**config.mk**
```make
export PLATFORM = sky130hd
export DESIGN_NAME = ustore_loader
export DESIGN_NICKNAME = d
export VERILOG_FILES = /design/src/rtl/ul_pkg.sv /design/src/rtl/ul_parity.sv /design/src/rtl/ul_xor_accum.sv /design/src/rtl/ustore_loader.sv
export SDC_FILE = /design/constraint.sdc
export NUM_CORES = 1
export LEC_CHECK = 0
export CORE_ASPECT_RATIO = 1.4
export CORE_MARGIN = 2
export CORE_UTILIZATION = 25
export DETAILED_ROUTE_END_ITERATION = 12
export DONT_BUFFER_PORTS = 1
export PLACE_DENSITY = 0.37
export SYNTH_ARGS = -nofsm -noshare
export SYNTH_HDL_FRONTEND = slang
export SYNTH_HIERARCHICAL = 1
export SYNTH_SLANG_ARGS = --single-unit
```
**constraint.sdc**
```tcl
create_clock -name clk -period 3.9 [get_ports clk]
set_input_delay 0.195 -clock clk [delete_from_list [all_inputs] [get_ports clk]]
set_output_delay 0.195 -clock clk [all_outputs]
set_load 0.1 [all_outputs]
```
**src/rtl/ul_pkg.sv**
```systemverilog
package ul_pkg;
    typedef enum logic [3:0] {
        ST_ADDR_HI,
        ST_ADDR_LO,
        ST_CNT_HI,
        ST_CNT_LO,
        ST_HALF_HI,
        ST_HALF_LO,
        ST_SUM_HI,
        ST_SUM_LO,
        ST_FINISHED
    } ul_state_e;

    localparam int unsigned CTRL_W      = 3;
    localparam int unsigned CTRL_BIT17  = 0;
    localparam int unsigned CTRL_RIGHT  = 1;
    localparam int unsigned CTRL_BADPAR = 2;
endpackage

```
**src/rtl/ul_parity.sv**
```systemverilog
module ul_parity #(
    parameter int unsigned W = 17
) (
    input  logic [W-1:0] vec,
    output logic         odd_fill
);
    logic [W:0] chain;
    assign chain[0] = 1'b0;
    generate
        for (genvar i = 0; i < W; i++) begin : g_chain
            assign chain[i+1] = chain[i] ^ vec[i];
        end
    endgenerate
    assign odd_fill = ~chain[W];
endmodule

```
**src/rtl/ul_xor_accum.sv**
```systemverilog
module ul_xor_accum #(
    parameter int unsigned W = 16
) (
    input  logic         clk,
    input  logic         rst_n,
    input  logic         en,
    input  logic [W-1:0] word,
    output logic [W-1:0] acc
);
    logic [W-1:0] acc_d, acc_q;

    always_comb begin
        acc_d = acc_q;
        if (en) begin
            acc_d = acc_q ^ word;
        end
    end

    always_ff @(posedge clk or negedge rst_n) begin
        if (!rst_n) begin
            acc_q <= '0;
        end else begin
            acc_q <= acc_d;
        end
    end

    assign acc = acc_q;
endmodule

```
**src/rtl/ustore_loader.sv**
```systemverilog
module ustore_loader #(
    parameter int unsigned BYTE_W     = 8,
    parameter int unsigned HUNK_SHIFT = 3
) (
    input  logic                       clk,
    input  logic                       rst_n,
    input  logic                       in_valid,
    input  logic [BYTE_W+3-1:0]        in_word,
    output logic                       wr_en,
    output logic [2*BYTE_W-1:0]        wr_addr,
    output logic [2*BYTE_W-1:0]        wr_data,
    output logic                       wr_right,
    output logic                       wr_bit16,
    output logic                       wr_parity,
    output logic                       done,
    output logic                       sum_valid,
    output logic                       sum_ok
);
    import ul_pkg::*;

    localparam int unsigned WORD_W = 2 * BYTE_W;
    localparam int unsigned IN_W   = BYTE_W + CTRL_W;
    localparam int unsigned CNT_W  = WORD_W + HUNK_SHIFT;

    typedef struct packed {
        ul_state_e          st;
        logic [BYTE_W-1:0]  hi;
        logic [WORD_W-1:0]  addr;
        logic [CNT_W-1:0]   cnt;
        logic               wr_en;
        logic [WORD_W-1:0]  wr_addr;
        logic [WORD_W-1:0]  wr_data;
        logic               wr_right;
        logic               wr_bit16;
        logic               wr_parity;
        logic               done;
        logic               sum_valid;
        logic               sum_ok;
    } regs_t;

    regs_t r_d, r_q;

    logic [BYTE_W-1:0] byte_in;
    logic [CTRL_W-1:0] ctrl_in;
    logic [WORD_W-1:0] word_now;
    logic [CNT_W-1:0]  cnt_loaded;
    logic              par_fill;
    logic              acc_en;
    logic [WORD_W-1:0] acc;

    assign byte_in    = in_word[BYTE_W-1:0];
    assign ctrl_in    = in_word[IN_W-1:BYTE_W];
    assign word_now   = {r_q.hi, byte_in};
    assign cnt_loaded = CNT_W'(word_now) << HUNK_SHIFT;

    // Every assembled word before the checksum feeds the running XOR
    assign acc_en = in_valid &&
                    ((r_q.st == ST_ADDR_LO) || (r_q.st == ST_CNT_LO) ||
                     (r_q.st == ST_HALF_LO));

    ul_parity #(.W(WORD_W + 1)) u_par (
        .vec      ({ctrl_in[CTRL_BIT17], word_now}),
        .odd_fill (par_fill)
    );

    ul_xor_accum #(.W(WORD_W)) u_acc (
        .clk   (clk),
        .rst_n (rst_n),
        .en    (acc_en),
        .word  (word_now),
        .acc   (acc)
    );

    always_comb begin
        r_d       = r_q;
        r_d.wr_en = 1'b0;
        r_d.done  = 1'b0;
        if (in_valid) begin
            unique case (r_q.st)
                ST_ADDR_HI: begin
                    r_d.hi = byte_in;
                    r_d.st = ST_ADDR_LO;
                end
                ST_ADDR_LO: begin
                    r_d.addr = word_now;
                    r_d.st   = ST_CNT_HI;
                end
                ST_CNT_HI: begin
                    r_d.hi = byte_in;
                    r_d.st = ST_CNT_LO;
                end
                ST_CNT_LO: begin
                    r_d.cnt = cnt_loaded;
                    if (word_now == '0) begin
                        r_d.done = 1'b1;
                        r_d.st   = ST_SUM_HI;
                    end else begin
                        r_d.st = ST_HALF_HI;
                    end
                end
                ST_HALF_HI: begin
                    r_d.hi = byte_in;
                    r_d.st = ST_HALF_LO;
                end
                ST_HALF_LO: begin
                    r_d.wr_en     = 1'b1;
                    r_d.wr_addr   = r_q.addr;
                    r_d.wr_data   = word_now;
                    r_d.wr_right  = ctrl_in[CTRL_RIGHT];
                    r_d.wr_bit16  = ctrl_in[CTRL_BIT17];
                    r_d.wr_parity = par_fill ^ ctrl_in[CTRL_BADPAR];
                    if (ctrl_in[CTRL_RIGHT]) begin
                        r_d.addr = r_q.addr + 1'b1;
                    end
                    r_d.cnt = r_q.cnt - 1'b1;
                    if (r_q.cnt == CNT_W'(1)) begin
                        r_d.done = 1'b1;
                        r_d.st   = ST_SUM_HI;
                    end else begin
                        r_d.st = ST_HALF_HI;
                    end
                end
                ST_SUM_HI: begin
                    r_d.hi = byte_in;
                    r_d.st = ST_SUM_LO;
                end
                ST_SUM_LO: begin
                    r_d.sum_valid = 1'b1;
                    r_d.sum_ok    = (word_now == acc);
                    r_d.st        = ST_FINISHED;
                end
                default: begin
                    r_d.st = ST_FINISHED;
                end
            endcase
        end
    end

    always_ff @(posedge clk or negedge rst_n) begin
        if (!rst_n) begin
            r_q    <= '0;
            r_q.st <= ST_ADDR_HI;
        end else begin
            r_q <= r_d;
        end
    end

    assign wr_en     = r_q.wr_en;
    assign wr_addr   = r_q.wr_addr;
    assign wr_data   = r_q.wr_data;
    assign wr_right  = r_q.wr_right;
    assign wr_bit16  = r_q.wr_bit16;
    assign wr_parity = r_q.wr_parity;
    assign done      = r_q.done;
    assign sum_valid = r_q.sum_valid;
    assign sum_ok    = r_q.sum_ok;
endmodule

```
Word level (Yosys, flattened, before mapping)
Index checks and enable logic that the tools add are counted.

cells by class
  add/sub/neg operators = 2
  eq/ne operators = 10
  multiplexer cells = 12
  bitwise gates (word level) = 19
  reductions and logical operators = 13

operators by type and width
  operator                                                                count
  39-bit 2-to-1 mux                                                       1
  19-bit one-hot mux with 2 select lines                                  1
  36-bit 2-to-1 mux                                                       1
  16-bit one-hot mux with 2 select lines                                  1
  4-bit one-hot mux with 7 select lines                                   1
  19-bit by 1-bit equality test with 1-bit output, second input constant  1
  19-bit by 1-bit subtractor with 19-bit output, second input constant    1
  1-bit bitwise XOR                                                       17
  16-bit by 1-bit adder with 16-bit output, second input constant         1
  16-bit equality test                                                    1
  4-bit by 3-bit equality test with 1-bit output, second input constant   4
  16-bit logical NOT                                                      1
  16-bit 2-to-1 mux                                                       1
  16-bit bitwise XOR                                                      1
  4-bit by 2-bit equality test with 1-bit output, second input constant   2
  2-bit AND reduction                                                     4
  2-bit 2-to-1 mux                                                        3
  4-bit by 1-bit equality test with 1-bit output, second input constant   1
  4-bit logical NOT                                                       1
  2-bit nonzero test                                                      2
  4-bit OR reduction                                                      1
  3-bit AND reduction                                                     1
  1-bit logical OR                                                        2
  1-bit 2-to-1 mux                                                        2
  other kinds (4)                                                         4

storage, ports and cells
  flip-flop bits (word level) = 102
  output and inout bits = 39

Depth between registers and ports, before layout
Gate-level depths: netlist of run 1.

  word-level depth = 20
  depth in mapped cells = 8

By module
The synthesis of run 1 kept the hierarchy.

by module, submodules not included
  module         instances  cells an instance  area each (um^2)  sequential area each (um^2)
  ustore_loader  1          472                4743.3            2152.1
  ul_xor_accum   1          50                 752.0             400.4
  ul_parity      1          15                 145.1             0.0

Worst setup path before layout of run 1
No wires, ideal clock.

  path type = register -> register
  start = reg r_q[39] (netlist name)
  end = reg r_q[49] (netlist name)
  library setup time = 142 ps
  data arrival time = 1617 ps
  data required time = 3758 ps
  slack = 2141 ps
  cell stages (with the launch flop) = 7
  path buffers = 0
  path through = dfrtp_1 > inv_1 > ha_1 > or4b_1 > nor3_2 > mux2i_1 > o221ai_1

between the ends
  word-level cells in the longest chain between the ends = 2

RTL lines
  what                                           line                  RTL
  from (decl)                                    ustore_loader.sv:41   regs_t r_d, r_q;
  from (signal assigned)                         ustore_loader.sv:144  r_q <= r_d;
  19-bit by 1-bit subtractor with 19-bit output  ustore_loader.sv:115  r_d.cnt = r_q.cnt - 1'b1;
  19-bit one-hot mux with 2 select lines         ustore_loader.sv:79   unique case (r_q.st)

Every way passes these cells.
A chain may end at the register's enable or synchronous reset.

Worst setup path in the final report of run 1
  start = reg r_q[39] (netlist name)
  end = reg r_q[57] (netlist name)

Same word-level chain as after synthesis.

==> PnR_summary.wiki, run 1 <==
{| class="wikitable"
! Metric !! Value
|-
| Sum of negative setup slack || 0 ns
|-
| Clock tree from TritonCTS || done
|-
| Core Footprint || ~22000 um2
|-
| Sink count of the clock tree || 102
|-
| Count of vias placed by the detailed router || 3973
|-
| Chip height || ~180 um
|-
| Worst slew margin relative to its limit || 0.310
|-
| Clock transition at the register clock pins on the worst setup and hold paths after CTS || around 0.070 ns
|-
| Full die area || roughly 24000 um2
|-
| Register area share after synthesis || 0.453
|-
| Final weighted congestion in routability-driven placement || ~0.83
|-
| Hold endpoint || wr_parity
|-
| H-tree depth || 3
|-
| Half-perimeter wire length of the detailed placement result || ~11000 um
|-
| Largest net degree at the start of global routing || 103
|-
| Peak fanout along the critical path || 6
|-
| Post-synth top area cell || dfrtp_1
|-
| Number of global-route vias before repair || roughly 4.0k
|-
| Count of state elements after synthesis || 102
|-
| Primary flip-flop cell chosen by synthesis mapping || dfrtp_1
|-
| Worst R2R Start || r_q[39]
|-
| Average cell area after synthesis || ~11 um2
|-
| Outcome || completed
|-
| Worst slack at placement || 1.61 ns
|-
| TritonRoute pass-1 iters || 5
|-
| Post-Syn Area || 5640 um2
|-
| Distinct cell type count of the synthesized netlist || between 60 and 70
|-
| Fin crit share || 0.585
|-
| Net count of the finished layout || 519
|-
| Endpoint class of the critical path || flip-flop
|-
| Post-DR vias/cell || around 4.9
|-
| Number of antenna repair diodes || 0
|-
| Fraction of post-synthesis cell area in the top cell type by area || 0.453
|-
| Detail Route Antenna Nets || 0
|-
| Worst Tran Pin Value || ~1.0 ns
|-
| Classification of the worst setup path || reg -> reg
|-
| Share of cells above drive strength 1 || 0.185
|-
| Max cap viols || 0
|-
| Post-detailed-routing wire length || about 17000 um
|-
| Synth warn || 6
|-
| Max Clock Skew || just under 0.007 ns
|-
| Net Count, Synth || around 550
|-
| Register-to-register path setup slack || approximately 1.6 ns
|-
| Global-route total usage across every layer || 0.148
|-
| Async set-reset flop share out of synthesis || 1.00
|-
| Number of buffers added on ports || 0
|-
| I/O pin count || 53
|-
| Cells on Worst Hold Path || 2
|-
| Number of buffers added by the clock tree synthesis step || 9
|-
| Highest achievable clock rate || 439 MHz
|-
| Placement Rows || 65
|-
| Arrival time at the worst endpoint || approximately 2.5 ns
|-
| Least setup slack across all paths after layout || ~1.6 ns
|-
| Number of antenna violations at the first check in global routing || 0
|-
| Fin. max-slew vios || 0
|-
| Layout-stage area growth over the synthesis result || 8.14%
|-
| Stage delay of the slowest cell on the critical path || about 0.7 ns
|-
| Instance count after placement with tap cells included || slightly below 800
|-
| Number of setup buffers added after CTS || 0
|-
| Hold path start || in_word[10]
|-
| Global-route wire length before repair || 25800 um
|-
| Maximum number of buffers from clock root to sink || 2
|-
| Final critical path time including I/O delays and setup || 2.28 ns
|-
| Number of enable-type register cells in the synthesized netlist || 0
|-
| DR iter-0 viols || 384
|-
| Most frequent cell after synthesis || dfrtp_1
|-
| Non-Filler Instances || 808
|-
| Worst R2R Path Depth || 6
|-
| Die Wd || 131 um
|-
| Endpoint required time on the critical path || 4.16 ns
|-
| Wire per inst || approximately 21 um
|-
| Leftover overflow at the end of global routing || 0
|-
| Class of the tightest hold or removal check || in -> reg
|-
| Endpoints failing hold || 0
|-
| Category of the worst setup path launch point || flip-flop
|-
| Clk root buf || clkbuf_16
|-
| Worst reg2reg path endpoint || r_q[57]
|-
| Hold WS || ~0.028 ns
|-
| Top cells by instance count after synthesis || 102 x dfrtp_1, 39 x mux2_2, 38 x nand2_1
|-
| Cells after Synth || 537
|-
| Max stage delay cell, worst path || nor4b_1
|-
| Clk_lat worst skew || 0.36 ns
|-
| RSZ-0062 raised after global routing || no
|-
| Worst path cell trace || inv_1, ha_1, nor4b_1, nand4_1, o21ai_0, nor3b_1
|-
| Effective utilization at floorplan || 0.252
|-
| Leading cell types by total area after synthesis || dfrtp_1 45%, mux2_2 7.8%, xnor2_1 5.6%, buf_4 4.5%, xnor2_2 2.9%
|-
| Setup violations, final || 0
|-
| DRC viols || 0
|}
logic make-up (layout without fill, tap and decap cells):
kind of cell / Yosys count / after routing / share of synthesized area
AND/OR/NAND/NOR: 164 / 164 / 0.163
AO/OA/AOI/OAI: 106 / 106 / 0.123
flip-flops: 102 / 102 / 0.453
buffers and inverters: 71 / 41 / 0.0799
XOR/XNOR: 49 / 49 / 0.0918
multiplexers: 42 / 42 / 0.0832
adder cells (fa/ha/maj): 3 / 3 / 0.00666
worst max-delay path: cells and delay by family, from the launching register on:
kind	cells	cell delay, ns
AOI/OAI and AO/OA	1	0.23
adders and majority gates	1	0.24
buffers and inverters	1	0.07
DFF	1	0.43
and+or+nand+nor	3	1.21
worst max-delay path by stage:
stage / from / endpoint / slack (ns)
after floorplan: r_q[39] / r_q[49] / 2.14
after global placement: r_q[83] / r_q[42] / 1.70
after detailed placement: r_q[84] / r_q[42] / 1.61
after CTS: r_q[84] / r_q[42] / 1.58
after global routing: r_q[39] / r_q[57] / 1.34
final: r_q[39] / r_q[57] / 1.62
layout make-up:
class,instances,area [um2]
Clock buffer,9,225
Clock inverter,7,95.1
Inverter,7,26.3
Sequential cell,102,2550
Timing Repair Buffer,18,183
Tap cell,301,377
Multi-Input combinational cell,364,2640
Fill cell,2354,16300
metal layers:
layer | track usage | vias up | share of wire
li1 | - | 1837 | -
met1 | 0.190 | 2031 | 0.42
met2 | 0.251 | 93 | 0.52
met3 | 0.0286 | 12 | 0.040
met4 | 0.0421 | 0 | 0.013
met5 | 0 | - | 0
stage by stage:
stage	utilization	instance area, um2
finish	0.273	6100
global route	0.273	6100
CTS	0.273	6100
detailed placement	0.252	5640
global placement	0.252	5640
floorplan	-	5640
cells in the final DEF, fill, tap and decap left out, drive strengths merged, types with 3 or more instances in the layout:
master	n
a211oi	3
a21oi	21
clkbuf	9
mux2	39
inv	9
dlygate4sd3	11
or3	3
nor3	10
and3	6
xnor2	46
o22a	7
nand3	14
mux2i	3
o21a	3
a2bb2oi	5
buf	7
or2	3
a31oi	10
o22ai	5
o21ai	29
nor4	18
nor2	28
nand2	49
nand2b	5
nand4	12
dfrtp	102
ha	3
a22oi	3
state kept, by name (all words and copies together) (netlist names):
register    count
sum_ok          1
done            1
cnt_loaded      8
wr_parity       1
sum_valid       1
wr_en           1
r_q            39
wr_bit16        1
wr_addr        16
u_acc/acc      16
wr_right        1
wr_data        16
timing repair:
action                    CTS  global route
gates resized for setup     0             0
hold buffers               12             0
hold endpoints to repair  128             0
Power of run 1 is not shown: default switching activity piles up to over one toggle a cycle in this logic, so the estimate is an artifact.
==> run 2: changes to the inputs <==
==> constraint.sdc (replaced) <==
create_clock -name clk -period 2.2 [get_ports clk]
set_input_delay 0.11 -clock clk [delete_from_list [all_inputs] [get_ports clk]]
set_output_delay 0.11 -clock clk [all_outputs]
set_load 0.1 [all_outputs]
==> run 2 against run 1 <==
Net effect:
- the flow now finishes with violations (hold timing)
- cell area rose by 5.2%
- die area is the same
- hold slack got worse by 0.58 ns
- final cell count rose by 5.8%
- sequential share of layout area shrank 2.1 points
- setup slack worse by 1.4 ns
- clock skew rose by 0.0067 ns
- via count increased by 4.4%
- non-clock buffer count is 49 higher
- critical path type unchanged
- largest cell class unchanged
==> PnR_summary.wiki, run 2 (same netlist as run 1, synthesis figures left out) <==
{| class="wikitable"
! Metric !! Value
|-
| Half-perimeter wire length of the detailed placement result || 11100 um (was 10800 um)
|-
| Largest net degree at the start of global routing || 103 (unchanged)
|-
| Effective utilization at floorplan || 0.252 (unchanged)
|-
| Final weighted congestion in routability-driven placement || 0.849 (was 0.829)
|-
| Max Clock Skew || 0.0136 ns (was 0.00691 ns)
|-
| Maximum number of buffers from clock root to sink || 2 (unchanged)
|-
| Sum of negative setup slack || 0 ns (unchanged)
|-
| Clock transition at the register clock pins on the worst setup and hold paths after CTS || 0.07 ns (about the same)
|-
| Final critical path time including I/O delays and setup || 1.95 ns (was 2.28 ns)
|-
| Number of antenna repair diodes || 0 (unchanged)
|-
| Post-DR vias/cell || 4.85 (was 4.92)
|-
| Chip height || 182 um (unchanged)
|-
| Total of hold buffers inserted after clock tree synthesis || 11 (was 12)
|-
| Endpoints failing hold || 102 (was 0)
|-
| Sink count of the clock tree || 102 (unchanged)
|-
| Count of vias placed by the detailed router || 4148 (was 3973)
|-
| DRC viols || 0 (unchanged)
|-
| Number of antenna violations at the first check in global routing || 0 (unchanged)
|-
| Max stage delay cell, worst path || or4b_1 (was nor4b_1)
|-
| Share of cells above drive strength 1 || 0.255 (was 0.185)
|-
| Most frequent cells in the layout || 102 x dfrtp_1, 54 x buf_4, 39 x mux2_2 (was 102 x dfrtp_1, 39 x mux2_2, 38 x nand2_1)
|-
| Largest delay share family, worst path || simple AND/OR/NAND/NOR gates (unchanged)
|-
| Number of global-route vias before repair || 4211 (was 3961)
|-
| Number of flip-flops under the largest register name || 39 (unchanged)
|-
| I/O pin count || 53 (unchanged)
|-
| Number of buffers added on ports || 0 (unchanged)
|-
| Setup violations, final || 0 (unchanged)
|-
| Violations in the final reports || hold timing
|-
| Max cap viols || 0 (unchanged)
|-
| Worst Tran Pin Value || 0.893 ns (was 1.03 ns)
|-
| Clk root buf || clkbuf_16 (unchanged)
|-
| TritonRoute pass-1 iters || 5 (unchanged)
|-
| Post-detailed-routing wire length || 16700 um (about the same)
|-
| Endpoint required time on the critical path || 2.41 ns (was 4.16 ns)
|-
| Number of buffers added by the clock tree synthesis step || 9 (unchanged)
|-
| Non-Filler Instances || 855 (was 808)
|-
| Stage delay of the slowest cell on the critical path || 0.56 ns (was 0.72 ns)
|-
| Class of the tightest hold or removal check || in -> async (was in -> reg)
|-
| Arrival time at the worst endpoint || 2.17 ns (was 2.54 ns)
|-
| Worst path bufs/invs || 1 (unchanged)
|-
| Classification of the worst setup path || reg -> reg (unchanged)
|-
| Wire per inst || 19.6 um (was 20.6 um)
|-
| DR iter-0 viols || 315 (was 384)
|-
| Layout filler cell count || 2336 (was 2354)
|-
| Hold WS || -0.549 ns (was 0.0284 ns)
|-
| Placement Rows || 65 (unchanged)
|-
| Peak fanout along the critical path || 6 (unchanged)
|-
| Leftover overflow at the end of global routing || 0 (unchanged)
|-
| Clk_lat worst skew || 0.36 ns (about the same)
|-
| Outcome || finished, violations left (was completed)
|-
| Category of the worst setup path launch point || flip-flop (unchanged)
|-
| Fin crit share || 0.888 (was 0.585)
|-
| Clock tree from TritonCTS || done (unchanged)
|-
| Highest achievable clock rate || 512 MHz (was 439 MHz)
|-
| Global-route wire length before repair || 25900 um (was 25800 um)
|-
| Global-route total usage across every layer || 0.147 (was 0.148)
|-
| Detail Route Antenna Nets || 0 (unchanged)
|-
| H-tree depth || 3 (unchanged)
|-
| RSZ-0062 raised after global routing || no (unchanged)
|-
| Worst slew margin relative to its limit || 0.405 (was 0.310)
|-
| Fin. max-slew vios || 0 (unchanged)
|-
| Endpoint class of the critical path || flip-flop (unchanged)
|-
| Largest Register || r_q (unchanged)
|-
| Die Wd || 131 um (unchanged)
|-
| Commonest non-fill, non-tap cell in the layout || dfrtp_1 (unchanged)
|-
| Core Footprint || 22400 um2 (unchanged)
|-
| Full die area || 23800 um2 (unchanged)
|-
| Worst path cell trace || inv_1, ha_1, or4b_1, nor3_2, mux2i_1, o221ai_1 (was inv_1, ha_1, nor4b_1, nand4_1, o21ai_0, nor3b_1)
|-
| Layout-stage area growth over the synthesis result || 13.7% (was 8.14%)
|-
| Instance count after placement with tap cells included || 830 (was 780)
|-
| Net count of the finished layout || 568 (was 519)
|}
## run 2: worst register-to-register path: cells and delay by family, from the launching register on
family | cells | cell delay, ns
simple gates | 2 | 0.74
compound gates | 1 | 0.13
mux | 1 | 0.21
flops | 1 | 0.42
fa+ha+maj | 1 | 0.23
buf+inv | 1 | 0.08
## run 2: area by class of cell
cell class / count / area, um2 / area share
flip-flops and latches: 102 / 2550 / 0.398
clock buffers: 9 / 225 / 0.0351
repair buffers: 67 / 556 / 0.0866
well taps: 301 / 377 / 0.0587
inverters: 7 / 26.3 / 0.00410
multi-input cells: 364 / 2640 / 0.412
clock inverters: 5 / 37.5 / 0.00585
## run 2: repair_timing
| item | in CTS | in global routing |
|---|---|---|
| setup endpoints to repair | 0 | 0 |
| endpoints found under the hold margin | 135 | 102 |
| buffers inserted | 0 | 0 |
| gates resized for setup | 0 | 0 |
## run 2: path summary, 6_finish.rpt
| kind | end | startpoint | cells after the start | slack, ns |
|---|---|---|---|---|
| max in group asynchronous | r_q[82] | rst_n | 0 | 2.46 |
| min reg2reg | wr_parity | wr_parity | 2 | 0.49 |
| min | u_acc/acc[14] | rst_n | 0 | -0.55 |
| min in group clk | r_q[62] | in_word[4] | 2 | 0.02 |
| max reg2reg | r_q[49] | r_q[39] | 6 | 0.25 |
| max | r_q[49] | r_q[39] | 6 | 0.25 |
## run 2: metal layers
layer  track usage  vias to the layer above  share of wire
li1              -                     1941              -
met1         0.185                     2050           0.42
met2         0.238                      129           0.49
met3        0.0271                       28          0.051
met4        0.0766                        0          0.039
met5             0                        -              0
## run 2: stage by stage
stage | util | instance area [um2] | setup WS (ns) | hold slack, ns
floorplan | - | 5640 | 0.441 | -0.186
global placement | 0.270 | 6040 | 0.287 | -0.180
detailed placement | 0.270 | 6040 | 0.252 | -0.181
CTS | 0.287 | 6410 | 0.238 | -0.572
global route | 0.287 | 6410 | 0.0726 | -0.565
finish | 0.287 | 6410 | 0.247 | -0.549
Power of run 2 is left out for the same reason.
==> run 3: changes to the inputs <==
--- a/config.mk
+++ b/config.mk
@@ -6,7 +6,7 @@
 export NUM_CORES = 1
 export LEC_CHECK = 0
 export CORE_ASPECT_RATIO = 1.4
-export CORE_MARGIN = 2
+export CORE_MARGIN = 3
 export CORE_UTILIZATION = 25
 export DETAILED_ROUTE_END_ITERATION = 12
 export DONT_BUFFER_PORTS = 1
==> run 3 against run 2 <==
Net effect:
- the run still ends with hold timing left
- global-route usage shrank 0.58 points
- core utilization grew 0.79 points
- maximum frequency grew 1.1%
- flip-flop and latch count is the same
- first-iteration DRC count grew 1.3%
- cell area grew 1.2%
- setup slack gained 0.021 ns
- hold slack lost 0.0091 ns
- routed wire length shrank 1.5%
- via count shrank 0.34%
- critical path depth is the same
- count of clock-buffer cells in the layout grew 2
- critical path type unchanged
==> PnR_summary.wiki, run 3 (same netlist as run 1, synthesis figures left out) <==
{| class="wikitable"
! Metric !! Value
|-
| Outcome || finished, violations left (unchanged)
|-
| Violations in the final reports || hold timing (unchanged)
|-
| Number of flip-flops under the largest register name || 39 (unchanged)
|-
| I/O pin count || 53 (unchanged)
|-
| Die Wd || 133 um (was 131 um)
|-
| Category of the worst setup path launch point || flip-flop (unchanged)
|-
| Detail Route Antenna Nets || 0 (unchanged)
|-
| Endpoint required time on the critical path || 2.42 ns (was 2.41 ns)
|-
| Commonest non-fill, non-tap cell in the layout || dfrtp_1 (unchanged)
|-
| Clk_lat worst skew || 0.36 ns (about the same)
|-
| Max stage delay cell, worst path || or4b_1 (unchanged)
|-
| Class of the tightest hold or removal check || in -> async (unchanged)
|-
| Effective utilization at floorplan || 0.256 (was 0.252)
|-
| Clk root buf || clkbuf_16 (unchanged)
|-
| Worst path cell trace || inv_1, ha_1, or4b_1, nor3_2, mux2i_1, o221ai_1 (unchanged)
|-
| Worst Tran Pin Value || 0.892 ns (was 0.893 ns)
|-
| Global-route wire length before repair || 26300 um (was 25900 um)
|-
| Worst slew margin relative to its limit || 0.406 (was 0.405)
|-
| Endpoint class of the critical path || flip-flop (unchanged)
|-
| Most frequent cells in the layout || 102 x dfrtp_1, 61 x buf_4, 39 x mux2_2 (was 102 x dfrtp_1, 54 x buf_4, 39 x mux2_2)
|-
| Final critical path time including I/O delays and setup || 1.93 ns (was 1.95 ns)
|-
| Core Footprint || 22000 um2 (was 22400 um2)
|-
| Layout-stage area growth over the synthesis result || 15.1% (was 13.7%)
|-
| Number of buffers added by the clock tree synthesis step || 9 (unchanged)
|-
| Count of vias placed by the detailed router || 4134 (was 4148)
|-
| Arrival time at the worst endpoint || 2.15 ns (was 2.17 ns)
|-
| Endpoints failing hold || 102 (unchanged)
|-
| Sink count of the clock tree || 102 (unchanged)
|-
| Number of global-route vias before repair || 4313 (was 4211)
|-
| H-tree depth || 3 (unchanged)
|-
| Net count of the finished layout || 573 (was 568)
|-
| Clock tree from TritonCTS || done (unchanged)
|-
| Largest net degree at the start of global routing || 103 (unchanged)
|-
| Stage delay of the slowest cell on the critical path || 0.55 ns (was 0.56 ns)
|-
| Post-detailed-routing wire length || 16500 um (was 16700 um)
|-
| Number of buffers added on ports || 0 (unchanged)
|-
| Number of antenna repair diodes || 0 (unchanged)
|-
| Post-DR vias/cell || 4.82 (was 4.85)
|-
| Hold WS || -0.558 ns (was -0.549 ns)
|-
| Number of antenna violations at the first check in global routing || 0 (unchanged)
|-
| Highest achievable clock rate || 518 MHz (was 512 MHz)
|-
| Sum of negative setup slack || 0 ns (unchanged)
|-
| Chip height || 184 um (was 182 um)
|-
| Half-perimeter wire length of the detailed placement result || 10900 um (was 11100 um)
|-
| Setup violations, final || 0 (unchanged)
|-
| DR iter-0 viols || 319 (was 315)
|-
| Clock transition at the register clock pins on the worst setup and hold paths after CTS || 0.07 ns (about the same)
|-
| TritonRoute pass-1 iters || 5 (unchanged)
|-
| Largest Register || r_q (unchanged)
|-
| Total of hold buffers inserted after clock tree synthesis || 11 (unchanged)
|-
| Leftover overflow at the end of global routing || 0 (unchanged)
|-
| Fin crit share || 0.878 (was 0.888)
|-
| Full die area || 24400 um2 (was 23800 um2)
|-
| Share of cells above drive strength 1 || 0.264 (was 0.255)
|-
| DRC viols || 0 (unchanged)
|-
| Placement Rows || 64 (was 65)
|-
| Peak fanout along the critical path || 6 (unchanged)
|-
| Layout filler cell count || 2328 (was 2336)
|-
| Max Clock Skew || 0.00929 ns (was 0.0136 ns)
|-
| Max cap viols || 0 (unchanged)
|-
| Wire per inst || 19.2 um (was 19.6 um)
|-
| Area of combinational cells with multiple inputs || 2650 um2 (was 2640 um2)
|-
| Classification of the worst setup path || reg -> reg (unchanged)
|-
| Maximum number of buffers from clock root to sink || 2 (unchanged)
|-
| Final weighted congestion in routability-driven placement || 0.780 (was 0.849)
|-
| Area occupied by registers || 2550 um2 (unchanged)
|-
| Fin. max-slew vios || 0 (unchanged)
|-
| Global-route total usage across every layer || 0.142 (was 0.147)
|-
| RSZ-0062 raised after global routing || no (unchanged)
|}
[run 3: per-stage QoR]
stage	setup slack [ns]	util	cells	hold slack [ns]	area, um2
after global placement	0.211	0.275	831	-0.179	6050
after global routing	0.0879	0.295	858	-0.583	6490
after detailed placement	0.204	0.275	831	-0.178	6050
after floorplan	0.441	-	537	-0.186	5640
after CTS	0.188	0.294	858	-0.574	6480
final	0.269	0.295	858	-0.558	6490
[run 3: final cells by class]
cell class / count / share of cell area
repair buffers: 72 / 0.0875
inverters: 7 / 0.00405
clock buffers: 11 / 0.0374
well taps: 297 / 0.0573
multi-input cells: 364 / 0.408
clock inverters: 5 / 0.0125
flip-flops and latches: 102 / 0.393
[run 3: worst max-delay path: cells and delay by family (launching register included)]
family / cells / cell delay (ns)
compound gates: 1 / 0.14
fa+ha+maj: 1 / 0.23
buf+inv: 1 / 0.08
flops: 1 / 0.43
mux: 1 / 0.22
simple gates: 2 / 0.71
[run 3: repair_timing]
item	in CTS	in global routing
setup endpoints to repair	0	2
setup buffers	0	0
resized for setup	0	1
hold endpoints to repair	136	102
[run 3: worst paths after layout]
| kind | from | slack, ns | cells after the start | endpoint |
|---|---|---|---|---|
| worst max-delay path | r_q[39] | 0.27 | 6 | r_q[49] |
| worst min-delay path | rst_n | -0.56 | 0 | wr_bit16 |
| worst max register to register | r_q[39] | 0.27 | 6 | r_q[49] |
| worst min register to register | wr_right | 0.50 | 2 | wr_right |
| max in group asynchronous | rst_n | 2.61 | 0 | r_q[45] |
| min in group clk | in_valid | 0.01 | 2 | wr_en |
[run 3: metal layers]
metal | up-vias | GRT usage | part of all wire
met2 | 119 | 0.240 | 0.50
met4 | 0 | 0.0616 | 0.025
met3 | 24 | 0.0288 | 0.052
met1 | 2053 | 0.174 | 0.42
met5 | - | 0 | 0
li1 | 1938 | - | -
Power of run 3 is left out for the same reason.
